--- src/rtl/tdt_pkg.sv ---
package tdt_pkg;
  localparam int PRE_W = 8;

  typedef enum logic [1:0] {
    MODE_DELAY = 2'd0,
    MODE_EVENT = 2'd1,
    MODE_PULSE = 2'd2,
    MODE_ALT   = 2'd3
  } tdt_mode_e;

  typedef struct packed {
    tdt_mode_e  mode;
    logic [2:0] code;
  } tdt_ctrl_t;

  // prescaler divisor for a 3-bit code; code 0 means stopped
  function automatic logic [PRE_W-1:0] presc_div(input logic [2:0] code);
    logic [PRE_W-1:0] d;
    case (code)
      3'd1: d = 8'd4;
      3'd2: d = 8'd10;
      3'd3: d = 8'd16;
      3'd4: d = 8'd50;
      3'd5: d = 8'd64;
      3'd6: d = 8'd100;
      3'd7: d = 8'd200;
      default: d = 8'd0;
    endcase
    return d;
  endfunction

  // last prescaler state before a tick
  function automatic logic [PRE_W-1:0] presc_last(input logic [2:0] code);
    return presc_div(code) - 8'd1;
  endfunction
endpackage

--- src/rtl/tdt_sync_edge.sv ---
module tdt_sync_edge #(
  parameter int STAGES = 2
) (
  input  logic clk,
  input  logic rst_n,
  input  logic async_in,
  output logic level,
  output logic rise
);
  logic [STAGES-1:0] sync_q;
  logic              prev_q;

  always_ff @(posedge clk or negedge rst_n) begin
    if (!rst_n) begin
      sync_q <= '0;
      prev_q <= 1'b0;
    end else begin
      sync_q <= {sync_q[STAGES-2:0], async_in};
      prev_q <= sync_q[STAGES-1];
    end
  end

  assign level = sync_q[STAGES-1];
  assign rise  = sync_q[STAGES-1] & ~prev_q;

  AST_RISE_SINGLE: assert property (@(posedge clk) disable iff (!rst_n)
    rise |=> !rise);
endmodule

--- src/rtl/tdt_prescaler.sv ---
module tdt_prescaler
  import tdt_pkg::*;
(
  input  logic       clk,
  input  logic       rst_n,
  input  logic [2:0] code,
  input  logic       active,
  input  logic       advance,
  output logic       tick
);
  logic [PRE_W-1:0] pcnt;
  logic [PRE_W-1:0] last;

  assign last = presc_last(code);
  assign tick = active && advance && (pcnt >= last);

  always_ff @(posedge clk or negedge rst_n) begin
    if (!rst_n) begin
      pcnt <= '0;
    end else if (!active) begin
      pcnt <= '0;
    end else if (advance) begin
      pcnt <= tick ? '0 : pcnt + 8'd1;
    end
  end

  AST_PRESC_BOUND: assert property (@(posedge clk) disable iff (!rst_n)
    pcnt < 8'd200);
  AST_PRESC_HOLD: assert property (@(posedge clk) disable iff (!rst_n)
    (active && !advance) |=> (pcnt == $past(pcnt) || pcnt == '0));
endmodule

--- src/rtl/tdt_count_core.sv ---
module tdt_count_core #(
  parameter int CNT_W = 8
) (
  input  logic             clk,
  input  logic             rst_n,
  input  logic             tick,
  input  logic             stopped,
  input  logic             load_en,
  input  logic [CNT_W-1:0] load_val,
  output logic [CNT_W-1:0] count,
  output logic             irq,
  output logic             tout,
  output logic             zero_hit
);
  logic [CNT_W-1:0] reload_q;
  logic [CNT_W-1:0] reload_next;

  assign reload_next = load_en ? load_val : reload_q;
  assign zero_hit    = tick && (count == CNT_W'(1));

  always_ff @(posedge clk or negedge rst_n) begin
    if (!rst_n) begin
      reload_q <= '0;
      count    <= '0;
      irq      <= 1'b0;
      tout     <= 1'b0;
    end else begin
      reload_q <= reload_next;
      irq      <= zero_hit;
      if (zero_hit) tout <= ~tout;
      if (tick) count <= zero_hit ? reload_next : count - CNT_W'(1);
      else if (load_en && stopped) count <= load_val;
    end
  end

  AST_STOP_HOLDS: assert property (@(posedge clk) disable iff (!rst_n)
    (stopped && !load_en) |=> $stable(count));
  AST_ZERO_RELOAD: assert property (@(posedge clk) disable iff (!rst_n)
    zero_hit |=> (count == $past(reload_next)));
  AST_IRQ_ONE_CYCLE: assert property (@(posedge clk) disable iff (!rst_n)
    irq |=> !irq);
  AST_TOUT_WITH_IRQ: assert property (@(posedge clk) disable iff (!rst_n)
    irq |-> (tout != $past(tout)));
  AST_STOPPED_LOAD: assert property (@(posedge clk) disable iff (!rst_n)
    (load_en && stopped) |=> (count == $past(load_val)));
endmodule

--- src/rtl/countdown_timer.sv ---
module countdown_timer
  import tdt_pkg::*;
#(
  parameter int CNT_W       = 8,
  parameter int SYNC_STAGES = 2
) (
  input  logic             clk,
  input  logic             rst_n,
  input  logic             ext_in,
  input  logic             wr_en,
  input  logic             wr_sel,
  input  logic [CNT_W-1:0] wr_data,
  input  logic             rd_sel,
  output logic [CNT_W-1:0] rd_data,
  output logic             irq,
  output logic             tout
);
  localparam int CTRL_W = $bits(tdt_ctrl_t);

  tdt_ctrl_t        ctrl_q;
  logic             gate_lvl, gate_rise;
  logic             stopped, pre_active, pre_advance, pre_tick;
  logic             tick, zero_hit, load_en;
  logic [CNT_W-1:0] count;

  always_ff @(posedge clk or negedge rst_n) begin
    if (!rst_n) ctrl_q <= '0;
    else if (wr_en && !wr_sel) ctrl_q <= tdt_ctrl_t'(wr_data[CTRL_W-1:0]);
  end

  assign stopped     = (ctrl_q.code == 3'd0);
  assign pre_active  = !stopped && (ctrl_q.mode != MODE_EVENT);
  assign pre_advance = (ctrl_q.mode != MODE_PULSE) || gate_lvl;
  assign load_en     = wr_en && wr_sel;
  assign tick        = (ctrl_q.mode == MODE_EVENT) ? (!stopped && gate_rise) : pre_tick;

  tdt_sync_edge #(.STAGES(SYNC_STAGES)) u_sync (
    .clk(clk), .rst_n(rst_n), .async_in(ext_in),
    .level(gate_lvl), .rise(gate_rise)
  );

  tdt_prescaler u_pre (
    .clk(clk), .rst_n(rst_n), .code(ctrl_q.code),
    .active(pre_active), .advance(pre_advance), .tick(pre_tick)
  );

  tdt_count_core #(.CNT_W(CNT_W)) u_core (
    .clk(clk), .rst_n(rst_n), .tick(tick), .stopped(stopped),
    .load_en(load_en), .load_val(wr_data), .count(count),
    .irq(irq), .tout(tout), .zero_hit(zero_hit)
  );

  assign rd_data = rd_sel ? count : {{(CNT_W-CTRL_W){1'b0}}, ctrl_q};

  AST_TICK_NEEDS_RUN: assert property (@(posedge clk) disable iff (!rst_n)
    tick |-> !stopped);
  AST_IRQ_FOLLOWS_HIT: assert property (@(posedge clk) disable iff (!rst_n)
    zero_hit |=> irq);
endmodule

--- config.mk ---
export PLATFORM = sky130hd
export DESIGN_NAME = countdown_timer
export DESIGN_NICKNAME = d
export VERILOG_FILES = /design/src/rtl/tdt_pkg.sv /design/src/rtl/tdt_sync_edge.sv /design/src/rtl/tdt_prescaler.sv /design/src/rtl/tdt_count_core.sv /design/src/rtl/countdown_timer.sv
export SDC_FILE = /design/constraint.sdc
export NUM_CORES = 1
export LEC_CHECK = 0
export BUFFER_PORTS_ARGS = -buffer_cell sky130_fd_sc_hd__buf_2
export CAP_MARGIN = 10
export CORE_MARGIN = 3
export CORE_UTILIZATION = 45
export DETAILED_ROUTE_END_ITERATION = 8
export HOLD_SLACK_MARGIN = 0.15
export PLACE_DENSITY = 0.6
export SYNTH_ARGS = -nofsm -noshare
export SYNTH_HDL_FRONTEND = slang
export SYNTH_SLANG_ARGS = --single-unit
--- constraint.sdc ---
create_clock -name clk -period 4 [get_ports clk]
set_input_delay 0.2 -clock clk [delete_from_list [all_inputs] [get_ports clk]]
set_output_delay 0.2 -clock clk [all_outputs]
set_load 0.01 [all_outputs]
==> results.toml <==
[layout]
multiInputGateArea_mm2 = 0.001207
drive_gt1_share_pct = 21.90
diodes = 0
fillers = 422
nets = 267
area_growth_pct = 12.60
seq_area_um2 = 850.8

[worst_setup_path]
critPathArrivalTime_ns = 3.06
cp-startpoint = "ctrl_q[1]"
critPathLaunchType = "flop"
crit_family = "compound AO/OA/AOI/OAI gates"
slowest_stage = "dfrtp_1"
cp-end-kind = "flop"
criticalPathCategory = "flop to flop"
cp.required_ns = 4.20
worstPathCellList = "xor2_1 > nand2b_1 > ha_1 > nor2b_1 > a21oi_1 > ha_1 > nand2_1 > o21ai_0 > a21oi_1 > buf_4 > nand2b_1 > a211oi_1"
max_stage_delay_ns = 0.50
crit_fanout = 15
worst-path-buf-inv = 1
r2r-start = "ctrl_q[1]"

[power_and_ir_drop]
comb_power_share_pct = 40.2
leakage_nw = 1.128
p_per_area_mw_per_mm2 = 544.9
switchingPower_uw = 505.7
swShare_pct = 38.96
fin_total_pwr_mw = 1.298
seqPwrFrac_pct = 41.8
ir_worst_vdd_v = 0.0002445
p_clk_share_pct = 18.0
p_int_uw = 792.4

[synthesis]
synth_edf_count = 0
synth.distinct_cells = 40
syn-instance-count = 215
ys_top_cells_by_area = "dfrtp_1 (40%), mux2_2 (7.5%), ha_1 (6.5%)"
synth_top_family_by_area = "simple AND/OR/NAND/NOR gates"
syn_avg_cell_area_um2 = 9.841
synth_largest_area_cell = "dfrtp_1"
ys_ff_latch = 34
syn_area_mm2 = 0.002116
yosys.area_share.adder_pct = 6.505
synth_top_area_share_pct = 40.21
syn_nets = 240
synth_ff_type = "dfrtp_1"
synthXorXnorAreaFrac_pct = 3.312
muxShareOfSynthArea_pct = 12.83
ys_seq_area_share_pct = 40.21
yosys.area_share.simple_pct = 19.28
yosysWarningCount = 0
synth-compound-area-share_pct = 15.14
postSynth.asyncResetShare_pct = 100.0

[floorplanning]
fp.dieArea_mm2 = 0.005561
start_util_pct = 47.61
core_mm2 = 0.004444
io_pins = 24
row_count = 24
die_x_um = 74.57
die_h_um = 74.57

[drt]
vias = 1668
drt_iter0_drc = 85
vias_per_cell = 5.673
drc = 0
drt-total-wl_um = 4665
wl_per_cell_um = 15.87
drt_first_pass_iters = 4
ant_nets = 0

[timing]
fin_setup_tns_ns = 0
rsz0062_at_grt = "false"
relSlewSlack_pct = 48.76
skew_ns = 0.008945
maxSlewViolCount = 0
period_share_pct = 71.62
fin_ws_ns = 1.135
finalHoldViolCount = 0
fmax_mhz = 349.1
fin_crit_ns = 2.865
finalSetupViolations = 0
tightest_slew_ns = 0.7685

[clocking]
cts_tree = "built"
cts_buffers = 5
clk_latency_ns = 0.28
clk_pin_slew_worst_paths_ns = 0.07
clock_path_buffers = 2
ctsHoldBuffers = 2
cts.sinks = 34
ctsResizeCount = 0
htree_levels = 2
postCtsSetupRepairBufs = 0
root_buffer = "clkbuf_8"

[global_routing]
antenna_found_initial = 0
grt_pass1_vias = 1558
grt_max_degree = 35
grtUsageTotal_pct = 18.49
grt_first_pass_wirelength_um = 7734
grt_overflow = 0

[placement]
io_buffer_count = 23
dp_hpwl_um = 3475
place_congestion = 0.7736
pre_cts_ws_ns = 1.166

[hold_path]
hold_path.class = "input pin to flop"
min-delay-start = "wr_data[0]"

[job]
drv_cap = 0

[run_status]
run_status = "finished clean"
## worst reg2reg max path: stages (launching register included)
cell and delay, ns:
dfrtp_1 0.50, xor2_1 0.19, nand2b_1 0.13, ha_1 0.21
nor2b_1 0.18, a21oi_1 0.09, ha_1 0.29, nand2_1 0.07
o21ai_0 0.33, a21oi_1 0.07, buf_4 0.20, nand2b_1 0.27
a211oi_1 0.24
## cell type report
type	count	share of cell area, %
clock buffers	5	2.889
inverters	8	1.261
clock inverters	2	0.4202
repair buffers	27	6.303
well taps	52	2.731
multi-input cells	166	50.68
flip-flops and latches	34	35.71
## layer usage
metal  up-vias  GRT usage [%]  routed length, um
met1       794          28.27               2561
met5         -              0                  0
met4         0          4.743                  8
met2        33          26.93               1938
met3         2          3.243                156
li1        839              -                  -
## per-stage QoR
stage	util, %	hold slack, ns	std cells	instance area [um^2]
final	53.60	0.1802	294	2382
after floorplan	-	-0.09559	215	2116
after detailed placement	51.38	0.3093	285	2283
after global placement	51.38	0.3089	285	2283
after CTS	53.60	0.1726	294	2382
after global routing	53.60	0.1827	294	2382
## power groups by stage
| stage | Sequential [mW] | Combinational, mW | Clock, mW |
|---|---|---|---|
| after floorplan | 0.503 | 0.410 | 0 |
| final | 0.542 | 0.522 | 0.234 |
| after CTS | 0.539 | 0.528 | 0.243 |
| after global placement | 0.545 | 0.518 | 0 |
| after global routing | 0.558 | 0.598 | 0.261 |
| after detailed placement | 0.545 | 0.521 | 0 |
## registers in the layout (all words and copies together), names as in the netlist
signal and count:
ctrl_q 5, u_core.count 8, u_core.irq 1, u_core.reload_q 8, u_core.tout 1, u_pre.pcnt 8, u_sync.prev_q 1, u_sync.sync_q 2
## path summary, 6_finish.rpt
kind,end,slack (ns),depth (start not counted)
worst max-delay path,u_core.count[6],1.14,12
worst min-delay path,ctrl_q[0],0.18,2
worst max register to register,u_core.count[6],1.14,12
worst min register to register,u_sync.sync_q[1],0.35,0
max in group asynchronous,u_pre.pcnt[4],2.97,2
min in group asynchronous,u_core.reload_q[7],0.52,2
## cell families (layout without fill, tap and decap cells)
| group | Yosys count | after routing |
|---|---|---|
| and+or+nand+nor | 74 | 74 |
| AOI/OAI and AO/OA | 48 | 48 |
| DFF | 34 | 34 |
| muxes | 25 | 25 |
| buffers and inverters | 15 | 42 |
| adders and majority gates | 11 | 11 |
| xor gates and xnor gates | 8 | 8 |
## synth_stat cells, types with 5 or more instances
| master | instances |
|---|---|
| a31oi_1 | 15 |
| nand3b_1 | 6 |
| inv_1 | 8 |
| dfrtp_1 | 34 |
| and3_1 | 8 |
| nand2_1 | 14 |
| ha_1 | 11 |
| nor2_1 | 20 |
| xor2_1 | 5 |
| a211oi_1 | 5 |
| mux2_2 | 14 |
| o21ai_0 | 5 |
| mux2i_1 | 8 |
| a21oi_1 | 11 |
| clkbuf_1 | 6 |
## layout by cell type (no fill, tap or decap), drive strengths merged, types with 3 or more instances in the layout
master,instances
nand2b,3
a21oi,11
o21ai,6
nand3,3
buf,25
ha,11
xnor2,3
nor3,4
dfrtp,34
nor2,20
xor2,5
mux2i,8
a211oi,8
nand2,14
and2,4
a21o,3
and3,8
a31oi,15
nor2b,3
mux2,17
clkbuf,5
inv,8
nand3b,6
(Power assumes the default switching activity.)
